File: src/rtl/pfd_pkg.sv
package pfd_pkg;
  localparam int SYNC_STAGES = 2;
  localparam int NUM_EDGE_SRC = 2;
  localparam int SRC_REF = 0;
  localparam int SRC_FB  = 1;

  typedef struct packed {
    logic up;
    logic dn;
  } pump_t;
endpackage

File: src/rtl/pfd_edge_sync.sv
module pfd_edge_sync #(
  parameter int STAGES = 2
) (
  input  logic clk,
  input  logic rst_n,
  input  logic lvl_in,
  output logic rise_pulse
);
  logic [STAGES:0] shreg;

  always_ff @(posedge clk or negedge rst_n) begin
    if (!rst_n) shreg <= '0;
    else        shreg <= {shreg[STAGES-1:0], lvl_in};
  end

  assign rise_pulse = shreg[STAGES-1] & ~shreg[STAGES];
endmodule

File: src/rtl/pfd_ref_prescaler.sv
module pfd_ref_prescaler #(
  parameter int DIV_FAST_LOG2 = 10,
  parameter int DIV_SLOW_LOG2 = 11
) (
  input  logic clk,
  input  logic rst_n,
  input  logic rate_sel,
  output logic ref_lvl,
  output logic half_clk
);
  localparam int CW = (DIV_SLOW_LOG2 > DIV_FAST_LOG2) ? DIV_SLOW_LOG2 : DIV_FAST_LOG2;

  logic [CW-1:0] cnt;

  always_ff @(posedge clk or negedge rst_n) begin
    if (!rst_n) cnt <= '0;
    else        cnt <= cnt + 1'b1;
  end

  assign ref_lvl  = rate_sel ? cnt[DIV_FAST_LOG2-1] : cnt[DIV_SLOW_LOG2-1];
  assign half_clk = cnt[0];
endmodule

File: src/rtl/pfd_pump_core.sv
module pfd_pump_core
  import pfd_pkg::*;
(
  input  logic  clk,
  input  logic  rst_n,
  input  logic  ref_edge,
  input  logic  fb_edge,
  output pump_t pump
);
  pump_t nxt;

  always_comb begin
    nxt.up = pump.up | ref_edge;
    nxt.dn = pump.dn | fb_edge;
    if (nxt.up && nxt.dn) nxt = '0;
  end

  always_ff @(posedge clk or negedge rst_n) begin
    if (!rst_n) pump <= '0;
    else        pump <= nxt;
  end
endmodule

File: src/rtl/pfd_lock_core.sv
module pfd_lock_core
  import pfd_pkg::*;
#(
  parameter int DIV_FAST_LOG2 = 10,
  parameter int DIV_SLOW_LOG2 = 11
) (
  input  logic clk,
  input  logic rst_n,
  input  logic fb_in,
  input  logic rate_sel,
  output logic phase_out,
  output logic phase_oe,
  output logic lock_ok,
  output logic half_clk
);
  logic                    ref_lvl;
  logic [NUM_EDGE_SRC-1:0] src_lvl;
  logic [NUM_EDGE_SRC-1:0] src_rise;
  logic                    ref_edge;
  logic                    fb_edge;
  pump_t                   pump;
  logic                    pump_up;
  logic                    pump_dn;

  pfd_ref_prescaler #(
    .DIV_FAST_LOG2(DIV_FAST_LOG2),
    .DIV_SLOW_LOG2(DIV_SLOW_LOG2)
  ) u_presc (
    .clk      (clk),
    .rst_n    (rst_n),
    .rate_sel (rate_sel),
    .ref_lvl  (ref_lvl),
    .half_clk (half_clk)
  );

  assign src_lvl[SRC_REF] = ref_lvl;
  assign src_lvl[SRC_FB]  = fb_in;

  for (genvar g = 0; g < NUM_EDGE_SRC; g++) begin : g_sync
    pfd_edge_sync #(.STAGES(SYNC_STAGES)) u_sync (
      .clk        (clk),
      .rst_n      (rst_n),
      .lvl_in     (src_lvl[g]),
      .rise_pulse (src_rise[g])
    );
  end

  assign ref_edge = src_rise[SRC_REF];
  assign fb_edge  = src_rise[SRC_FB];

  pfd_pump_core u_pump (
    .clk      (clk),
    .rst_n    (rst_n),
    .ref_edge (ref_edge),
    .fb_edge  (fb_edge),
    .pump     (pump)
  );

  assign pump_up   = pump.up;
  assign pump_dn   = pump.dn;
  assign phase_oe  = pump_up | pump_dn;
  assign phase_out = pump_up;
  assign lock_ok   = ~(pump_up | pump_dn);
endmodule

File: config.mk
export PLATFORM = sky130hd
export DESIGN_NAME = pfd_lock_core
export DESIGN_NICKNAME = d
export VERILOG_FILES = /design/src/rtl/pfd_pkg.sv /design/src/rtl/pfd_edge_sync.sv /design/src/rtl/pfd_ref_prescaler.sv /design/src/rtl/pfd_pump_core.sv /design/src/rtl/pfd_lock_core.sv
export SDC_FILE = /design/constraint.sdc
export NUM_CORES = 1
export LEC_CHECK = 0
export BUFFER_PORTS_ARGS = -buffer_cell sky130_fd_sc_hd__buf_2
export CAP_MARGIN = 40
export CELL_PAD_IN_SITES_DETAIL_PLACEMENT = 0
export CELL_PAD_IN_SITES_GLOBAL_PLACEMENT = 1
export CORE_AREA = 5 5 46 48
export CTS_BUF_LIST = sky130_fd_sc_hd__clkbuf_16
export CTS_CLUSTER_DIAMETER = 50
export DETAILED_ROUTE_END_ITERATION = 16
export DIE_AREA = 0 0 51 53
export PLACE_DENSITY = 0.72
export SYNTH_ARGS = -nofsm -noshare
export SYNTH_HDL_FRONTEND = slang
export SYNTH_SLANG_ARGS = --single-unit
File: constraint.sdc
create_clock -name clk -period 1.7 [get_ports clk]
set_input_delay 0.255 -clock clk [delete_from_list [all_inputs] [get_ports clk]]
set_output_delay 0.255 -clock clk [all_outputs]
set_load 0.02 [all_outputs]
==> results of run 1 <==
[final cells by class]
cell class,instances,area (µm²),share of cell area (%)
Sequential cell,19,475.5,57.06
Multi-Input combinational cell,27,201.4,24.17
Clock buffer,3,75.07,9.009
Timing Repair Buffer,8,45.04,5.405
Tap cell,17,21.27,2.553
Inverter,3,11.26,1.351
Clock inverter,1,3.754,0.4505
[final timing paths]
path | from | endpoint | slack, ns | cells after the start
setup reg to reg | u_presc.cnt[0]$_DFF_PN0_ | u_presc.cnt[8]$_DFF_PN0_ | 0.60 | 3
max in group asynchronous | rst_n | u_presc.cnt[1]$_DFF_PN0_ | 0.94 | 2
hold reg to reg | g_sync[1].u_sync.shreg[0]$_DFF_PN0_ | g_sync[1].u_sync.shreg[1]$_DFF_PN0_ | 0.34 | 0
setup / recovery | u_pump.pump[1]$_DFF_PN0_ | lock_ok | 0.33 | 3
min in group asynchronous | rst_n | u_pump.pump[1]$_DFF_PN0_ | 0.47 | 2
hold / removal | fb_in | g_sync[1].u_sync.shreg[0]$_DFF_PN0_ | 0.12 | 1
[cell usage in the layout (no fill, tap or decap)]
| master | instances |
|---|---|
| dfrtp_1 | 19 |
| xnor2_1 | 8 |
| buf_2 | 7 |
| nand4_1 | 4 |
| inv_1 | 4 |
| nand3_1 | 3 |
| clkbuf_16 | 3 |
| and4_4 | 1 |
| and3_1 | 1 |
| nand2_1 | 1 |
| and3_2 | 1 |
| xor2_1 | 1 |
| a21oi_1 | 1 |
| nor2b_1 | 1 |
| nor3_1 | 1 |
| or2_2 | 1 |
| mux2_2 | 1 |
| o21a_1 | 1 |
| ha_1 | 1 |
| dlygate4sd3_1 | 1 |
[report_power, final]
group	switching [µW]	internal, µW	leakage [µW]	total, µW
logic	9.28	4.42	0.000127	13.7
clock network	140	311	0.0000423	452
registers	1.13	457	0.000239	458
total	151	773	0.000408	923
[cell families (layout without fill, tap and decap cells)]
| group | Yosys count | in the layout | share of synthesized area [%] |
|---|---|---|---|
| AOI/OAI and AO/OA | 2 | 2 | 1.818 |
| xor gates and xnor gates | 9 | 9 | 11.46 |
| adders and majority gates | 1 | 1 | 1.818 |
| buffers and inverters | 3 | 15 | 1.636 |
| DFF | 19 | 19 | 69.09 |
| muxes | 1 | 1 | 1.636 |
| and+or+nand+nor | 14 | 14 | 12.55 |
[flip-flops by register name (all words and copies together) (netlist names)]
register,count
u_presc.cnt,11
g_sync.u_sync.shreg,6
u_pump.pump,2
[stage by stage]
stage | hold WS (ns) | power [µW] | std cells
after detailed placement | 0.2103 | 478.1 | 73
after global routing | 0.1165 | 964.8 | 78
after CTS | 0.1141 | 942.0 | 78
after floorplan | -0.04059 | 465.8 | 49
final | 0.1177 | 923.5 | 78
after global placement | 0.2076 | 477.8 | 73
[per-layer routing]
metal / part of all wire [%] / global-route usage [%] / wire, µm / vias up
li1: - / - / - / 193
met4: 0 / 6.726 / 0 / 0
met5: 0 / 0 / 0 / -
met2: 49 / 13.30 / 458 / 6
met3: 4.8 / 2.535 / 45 / 0
met1: 46 / 9.982 / 428 / 179
[timing repair]
action                    CTS  global route
gates resized for setup     0             0
hold endpoints to repair   19             0
buffers inserted            0             0
hold buffers                1             0
[critical path, stage by stage (launching register included)]
cell     delay [ns]
dfrtp_1        0.39
or2_2          0.28
inv_1          0.05
buf_2          0.15
==> out/summary.txt, run 1 <==
status: finished clean
Syn Nets: 54
Max Buffers Root-to-Sink: 2
number of synthesized flops with an enable pin: 0
DIE AREA: 2703 µm²
startpoint class of the critical path: flip-flop
Final Max Slew Viols: 0
Yosys top cell area share: 69.09%
Final setup viols: 0
Residual DRC: 0
1st-iter DRT viols: 1
Tot GR Track Use: 8.622%
total negative slack: 0 ns
Die X: 51 µm
I/O pin cnt: 8
pwr dens: 1108 nW/µm²
total gr overflow: 0
vias in the first global route: 395
RSZ-0062 raised after global routing: false
post-synthesis register bit count: 19
hpwl dp: 657.5 µm
clk_skew: 0.002678 ns
final setup margin: 0.3269 ns
port bufs: 7
gpl congestion: 0.7260
Detailed Route WL: 932 µm
ratio of final minimum period to clock period: 80.77%
Main synth FF type: dfrtp_1
core area: 1670 µm²
async set or reset register ratio after synthesis: 100.0%
syn_area_per_cell: 14.04 µm²
std cell rows: 15
Num CTS Buffers: 3
via count: 378
WL/cell: 11.95 µm
Skew-Pair Late Insertion Delay: 0.24 ns
Hold Violations, Final: 0
Yosys top cell by area: dfrtp_1
Detailed Routing Iterations Pass 1: 5
Die H: 53 µm
Setup WS pre-CTS: 0.5786 ns
post-synth cell types: 17
TritonCTS clock tree: built
placed cell area: 744.5 µm²
first-pass GRT wire length: 1.642 mm
top post-synthesis cells by count: dfrtp_1 (19), xnor2_1 (8), nand4_1 (4)
total of max-cap violations: 0
ANT cells: 0
largest cells by area after synthesis: dfrtp_1 (69%), xnor2_1 (10%), nand4_1 (3.6%), nand3_1 (2.2%), ha_1 (1.8%)
final layout net count: 67
slew at the pin closest to its max-slew limit: 0.4047 ns
vias per inst: 4.846
Clock Pin Slew Worst Setup and Hold Paths: 0.05 ns
critical path fanouts, max: 4
Clock Sinks: 19
Post-Syn Area: 688.2 µm²
share of post-route cells with drive strength above 1: 22.95%
clock root buffer: clkbuf_16
slew margin rel.: 73.02%
antenna viol nets, final: 0
Critical Path End Type: output pin
largest net degree at the start of global routing: 20
hold crit path type: in -> reg
fillers: 149
min Tclk post-route: 1.373 ns
Post-Layout Inst Area: 833.3 µm²
Worst Path Arrival: 1.12 ns
antenna violations before repair: 0
Required @ worst endpoint: 1.44 ns
Starting Density: 41.20%
Leak: 0.0004082 µW
Max H-tree Level: 1
sequential-to-total area share from yosys stat: 69.09%
synth warn: 0
area added between synthesis and finish: 21.09%
f_max: 728.3 MHz
fin util: 49.89%
Syn Inst Count: 49
most common cell in the netlist: dfrtp_1
Max IR drop VDD: 0.4801 mV
kind of critical path: reg -> out
Note: power is estimated with default switching activity, not from simulation.
==> run 2: changes to the inputs <==
--- a/config.mk
+++ b/config.mk
@@ -9,12 +9,12 @@
 export CAP_MARGIN = 40
 export CELL_PAD_IN_SITES_DETAIL_PLACEMENT = 0
 export CELL_PAD_IN_SITES_GLOBAL_PLACEMENT = 1
-export CORE_AREA = 5 5 46 48
+export CORE_AREA = 5 5 49 51
 export CTS_BUF_LIST = sky130_fd_sc_hd__clkbuf_16
 export CTS_CLUSTER_DIAMETER = 50
 export DETAILED_ROUTE_END_ITERATION = 16
-export DIE_AREA = 0 0 51 53
-export PLACE_DENSITY = 0.72
+export DIE_AREA = 0 0 54 56
+export PLACE_DENSITY = 0.66
 export SYNTH_ARGS = -nofsm -noshare
 export SYNTH_HDL_FRONTEND = slang
 export SYNTH_SLANG_ARGS = --single-unit
==> constraint.sdc (replaced) <==
create_clock -name clk -period 1.2 [get_ports clk]
set_input_delay 0.18 -clock clk [delete_from_list [all_inputs] [get_ports clk]]
set_output_delay 0.18 -clock clk [all_outputs]
set_load 0.02 [all_outputs]
==> run 2 against run 1 <==
The flow now finishes with violations (setup timing). Clock skew is essentially flat. Non-clock buffer count grew 3. Power grew 45%. Combinational power grew 42%. Critical path depth is the same.
==> out/summary.txt, run 2 (same netlist as run 1, synthesis figures left out) <==
status: finished, violations left (was finished clean)
failing checks: setup timing
Post-Layout Inst Area: 880.8 µm² (was 833.3 µm²)
R2R Setup Slk: 0.15 ns (was 0.60 ns)
Max IR drop VDD: 1.152 mV (was 0.4801 mV)
antenna viol nets, final: 0 (unchanged)
Reg-to-Reg End: u_presc.cnt[7]$_DFF_PN0_ (was u_presc.cnt[8]$_DFF_PN0_)
Hold Path Origin: fb_in (unchanged)
fin util: 46.32% (was 49.89%)
DIE AREA: 3024 µm² (was 2703 µm²)
f_max: 820.8 MHz
Critical Path End Type: output pin (unchanged)
slew at the pin closest to its max-slew limit: 0.4147 ns (was 0.4047 ns)
vias in the first global route: 431 (was 395)
TritonCTS clock tree: built (unchanged)
Die H: 56 µm (was 53 µm)
gpl congestion: 0.7296 (was 0.7260)
port bufs: 7 (unchanged)
Final Max Slew Viols: 0 (unchanged)
kind of critical path: reg -> out (unchanged)
Pwr Total: 1337 µW (was 923.5 µW)
most flop-heavy register: u_presc.cnt (unchanged)
Top Registers: u_presc.cnt x11, g_sync.u_sync.shreg x6, u_pump.pump x2 (unchanged)
Max H-tree Level: 1 (unchanged)
Worst Path Arrival: 1.04 ns (was 1.12 ns)
first-pass GRT wire length: 1.780 mm (was 1.642 mm)
hpwl dp: 702.7 µm (was 657.5 µm)
Num CTS Buffers: 3 (unchanged)
ratio of final minimum period to clock period: 101.5%
area added between synthesis and finish: 28.00% (was 21.09%)
Starting Density: 36.18% (was 41.20%)
reg2reg path depth: 3 (unchanged)
critical path fanouts, max: 2 (was 4)
Detailed Route WL: 1.033 mm (was 932 µm)
Max Buffers Root-to-Sink: 2 (unchanged)
Skew-Pair Late Insertion Delay: 0.25 ns (was 0.24 ns)
share of post-route cells with drive strength above 1: 29.69% (was 22.95%)
max reg flops: 11 (unchanged)
Worst Hold Path EP: g_sync[1].u_sync.shreg[0]$_DFF_PN0_ (unchanged)
final layout net count: 70 (was 67)
Detailed Routing Iterations Pass 1: 1 (was 5)
Die X: 54 µm (was 51 µm)
Final setup viols: 2 (was 0)
final setup margin: -0.01832 ns (was 0.3269 ns)
min Tclk post-route: 1.218 ns
ANT cells: 0 (unchanged)
startpoint class of the critical path: flip-flop (unchanged)
Setup WS pre-CTS: 0.1388 ns (was 0.5786 ns)
I/O pin cnt: 8 (unchanged)
std cell rows: 16 (was 15)
commonest non-fill, non-tap cell in the layout: dfrtp_1 (unchanged)
FF-to-FF Start: u_presc.cnt[2]$_DFF_PN0_ (was u_presc.cnt[0]$_DFF_PN0_)
M2 GR Usage: 13.32% (was 13.30%)
1st-iter DRT viols: 0 (was 1)
RSZ-0062 raised after global routing: true (was false)
pwr dens: 1517 nW/µm² (was 1108 nW/µm²)
hold crit path type: in -> reg (unchanged)
GR Util met1: 8.333% (was 9.982%)
Hold Violations, Final: 0 (unchanged)
placed cell area: 772.0 µm² (was 744.5 µm²)
layer with the highest usage: met2 (unchanged)
largest net degree at the start of global routing: 20 (unchanged)
most frequent cells in the layout: dfrtp_1 (19), xnor2_1 (8), buf_2 (5), nand4_1 (4), buf_4 (4) (was dfrtp_1 (19), xnor2_1 (8), buf_2 (7), nand4_1 (4), inv_1 (4))
via count: 418 (was 378)
Residual DRC: 0 (unchanged)
core area: 1902 µm² (was 1670 µm²)
grt met3 use: 5.630% (was 2.535%)
Tot GR Track Use: 8.351% (was 8.622%)
antenna violations before repair: 0 (unchanged)
Required @ worst endpoint: 1.02 ns (was 1.44 ns)
slew margin rel.: 72.35% (was 73.02%)
clk_skew: 0.002739 ns (was 0.002678 ns)
vias per inst: 4.593 (was 4.846)
Leak: 0.0004247 µW (was 0.0004082 µW)
Clock Sinks: 19 (unchanged)
clock root buffer: clkbuf_16 (unchanged)
total gr overflow: 0 (unchanged)
WL/cell: 11.35 µm (was 11.95 µm)
total of max-cap violations: 0 (unchanged)
Clock Pin Slew Worst Setup and Hold Paths: 0.05 ns (about the same)
hold path cells: 1 (unchanged)
-- run 2: how the worst max path moves through the flow --
stage               cells after the start                startpoint       to  slack [ns]
detailed placement                      3  u_pump.pump[1]$_DFF_PN0_  lock_ok        0.14
CTS                                     3  u_pump.pump[0]$_DFF_PN0_  lock_ok       -0.02
global route                            3  u_pump.pump[1]$_DFF_PN0_  lock_ok       -0.05
global placement                        3  u_pump.pump[1]$_DFF_PN0_  lock_ok        0.16
finish                                  3  u_pump.pump[1]$_DFF_PN0_  lock_ok       -0.02
floorplan                               2  u_pump.pump[1]$_DFF_PN0_  lock_ok        0.03
-- run 2: where the power goes --
group	internal [µW]	leakage [µW]	switching (µW)
Combinational	6.25	0.000145	13.1
Sequential	646	0.000239	1.50
Clock	446	0.0000409	224
Total	1100	0.000425	238
-- run 2: what timing repair did --
item	in CTS	in global routing
resized for setup	5	0
pin swaps	0	1
hold buffers	1	0
endpoints found under the hold margin	19	0
setup endpoints to repair	2	2
buffers inserted	1	0
-- run 2: metal layers --
metal	up-vias	wire [µm]	share of wire [%]
li1	197	-	-
met1	211	435	42
met2	8	524	51
met3	2	65	6.3
met4	0	8	0.77
met5	-	0	0
-- run 2: layout make-up --
type                            count  area (µm²)
Fill cell                         184        1021
Multi-Input combinational cell     27       203.9
Tap cell                           27       33.78
Timing Repair Buffer               11       76.32
Inverter                            3       11.26
Clock inverter                      1       5.005
Sequential cell                    19       475.5
Clock buffer                        3       75.07
-- run 2: critical path: stages (launching register included) --
cell,delay (ns)
dfrtp_1,0.38
or2_4,0.26
inv_2,0.05
buf_6,0.11
-- run 2: stage by stage --
stage	setup TNS [ns]	hold slack, ns	std cells
after detailed placement	0	0.1345	85
after global routing	-0.08983	0.03259	91
after floorplan	0	-0.1156	49
after CTS	-0.03742	0.03004	91
after global placement	0	0.1346	85
final	-0.03332	0.03405	91
==> run 3: changes to the inputs <==
==> constraint.sdc (replaced) <==
create_clock -name clk -period 1.2 [get_ports clk]
set_input_delay 0.18 -clock clk [delete_from_list [all_inputs] [get_ports clk]]
set_output_delay 0.18 -clock clk [all_outputs]
set_load 0.05 [all_outputs]
==> run 3 against run 2 <==
The flow still finishes with violations (setup timing). Core utilization grew 0.79 points. Combinational power is essentially flat. Via count shrank 5.0%. Clock-buffer cell count is the same. Sequential share of layout area shrank 0.63 points. Wire length shrank 6.9%. Hold slack gained 0.0070 ns. Critical path depth is the same. Critical path type unchanged. Largest cell class unchanged.
==> out/summary.txt, run 3 (same netlist as run 1, synthesis figures left out) <==
status: finished, violations left (unchanged)
failing checks: setup timing (unchanged)
max reg flops: 11 (unchanged)
kind of critical path: reg -> out (unchanged)
Die H: 56 µm (unchanged)
commonest non-fill, non-tap cell in the layout: dfrtp_1 (unchanged)
Clock Sinks: 19 (unchanged)
1st-iter DRT viols: 5 (was 0)
Final setup viols: 2 (unchanged)
total gr overflow: 0 (unchanged)
Max IR drop VDD: 0.5904 mV (was 1.152 mV)
final layout net count: 70 (unchanged)
Detailed Route WL: 962 µm (was 1.033 mm)
core area: 1902 µm² (unchanged)
slew at the pin closest to its max-slew limit: 0.4170 ns (was 0.4147 ns)
Clock Pin Slew Worst Setup and Hold Paths: 0.05 ns (about the same)
fillers: 170 (was 184)
Leak: 0.0004196 µW (was 0.0004247 µW)
port bufs: 7 (unchanged)
Setup WS pre-CTS: 0.08307 ns (was 0.1388 ns)
antenna violations before repair: 0 (unchanged)
share of post-route cells with drive strength above 1: 31.25% (was 29.69%)
area added between synthesis and finish: 30.18% (was 28.00%)
TritonCTS clock tree: built (unchanged)
first-pass GRT wire length: 1.849 mm (was 1.780 mm)
ratio of final minimum period to clock period: 105.8% (was 101.5%)
std cell rows: 16 (unchanged)
hpwl dp: 675 µm (was 702.7 µm)
Skew-Pair Late Insertion Delay: 0.24 ns (was 0.25 ns)
startpoint class of the critical path: flip-flop (unchanged)
Starting Density: 36.18% (unchanged)
placed cell area: 780.7 µm² (was 772.0 µm²)
clock root buffer: clkbuf_16 (unchanged)
min Tclk post-route: 1.269 ns (was 1.218 ns)
slew margin rel.: 72.20% (was 72.35%)
clk_skew: 0.001721 ns (was 0.002739 ns)
Detailed Routing Iterations Pass 1: 2 (was 1)
pwr dens: 1470 nW/µm² (was 1517 nW/µm²)
worst hold margin: 0.04106 ns (was 0.03405 ns)
antenna viol nets, final: 0 (unchanged)
Die X: 54 µm (unchanged)
Tot GR Track Use: 8.445% (was 8.351%)
Finished Layout Cells: 91 (unchanged)
I/O pin cnt: 8 (unchanged)
Final Max Slew Viols: 0 (unchanged)
Max Buffers Root-to-Sink: 2 (unchanged)
Residual DRC: 0 (unchanged)
Critical Path End Type: output pin (unchanged)
critical path fanouts, max: 2 (unchanged)
vias in the first global route: 438 (was 431)
Worst Path Arrival: 1.09 ns (was 1.04 ns)
largest net degree at the start of global routing: 20 (unchanged)
via count: 397 (was 418)
Hold Violations, Final: 0 (unchanged)
gpl congestion: 0.7121 (was 0.7296)
RSZ-0062 raised after global routing: true (unchanged)
Top Registers: u_presc.cnt x11, g_sync.u_sync.shreg x6, u_pump.pump x2 (unchanged)
WL/cell: 10.57 µm (was 11.35 µm)
hold crit path type: in -> reg (unchanged)
ANT cells: 0 (unchanged)
Required @ worst endpoint: 1.02 ns (about the same)
DIE AREA: 3024 µm² (unchanged)
total of max-cap violations: 0 (unchanged)
Max H-tree Level: 1 (unchanged)
Post-Layout Inst Area: 895.9 µm² (was 880.8 µm²)
final setup margin: -0.06921 ns (was -0.01832 ns)
total negative slack: -0.1178 ns (was -0.03332 ns)
vias per inst: 4.363 (was 4.593)
f_max: 787.9 MHz (was 820.8 MHz)
most frequent cells in the layout: dfrtp_1 (17), xnor2_1 (8), nand4_1 (4), buf_2 (4), buf_4 (4) (was dfrtp_1 (19), xnor2_1 (8), buf_2 (5), nand4_1 (4), buf_4 (4))
Num CTS Buffers: 3 (unchanged)
DP Cell Count: 85 (unchanged)
most flop-heavy register: u_presc.cnt (unchanged)
-- run 3: area by class of cell --
cell class,instances,area (µm²),share of cell area (%)
clock buffers,3,75.07,8.380
clock inverters,1,3.754,0.4190
inverters,3,15.01,1.676
multi-input cells,27,203.9,22.77
flip-flops and latches,19,478.0,53.35
well taps,27,33.78,3.771
repair buffers,11,86.33,9.637
-- run 3: timing repair --
action	CTS	global route
endpoints found under the hold margin	19	0
gates resized for setup	4	3
setup buffers	1	0
hold buffers	1	0
gates cloned	0	0
endpoints found under the setup margin	2	3
-- run 3: metal layers --
metal	part of all wire (%)	wire length [µm]	track usage, %
met5	0	0	0
met4	1.0	10	5.338
met3	4.7	45	3.217
met2	45	433	11.94
met1	49	473	10.49
-- run 3: critical path, stage by stage, from the launching register on --
cell and delay, ns:
dfrtp_1 0.37, or2_4 0.26, clkinvlp_4 0.07, buf_8 0.14
-- run 3: path summary, 6_finish.rpt --
path                                                startpoint                                  end  slack, ns  cells after the start
max                                   u_pump.pump[0]$_DFF_PN0_                              lock_ok      -0.07                      3
min                                                      fb_in  g_sync[1].u_sync.shreg[0]$_DFF_PN0_       0.04                      1
max reg2reg                           u_presc.cnt[2]$_DFF_PN0_            u_presc.cnt[10]$_DFF_PN0_       0.15                      3
min reg2reg                g_sync[0].u_sync.shreg[0]$_DFF_PN0_  g_sync[0].u_sync.shreg[1]$_DFF_PN0_       0.35                      0
max in group asynchronous                                rst_n             u_presc.cnt[0]$_DFF_PN0_       0.48                      2
min in group asynchronous                                rst_n  g_sync[1].u_sync.shreg[2]$_DFF_PN0_       0.40                      2
-- run 3: report_power, final --
group,total (µW),switching (µW),internal (µW)
Sequential,648,1.52,647
Combinational,19.5,13.3,6.25
Clock,649,207,442
-- run 3: per-stage QoR --
step | utilization (%) | power [µW]
after detailed placement | 41.05 | 677.7
after CTS | 46.78 | 1335
after global placement | 41.05 | 677.2
after global routing | 47.11 | 1376
final | 47.11 | 1317
after floorplan | - | 659.9
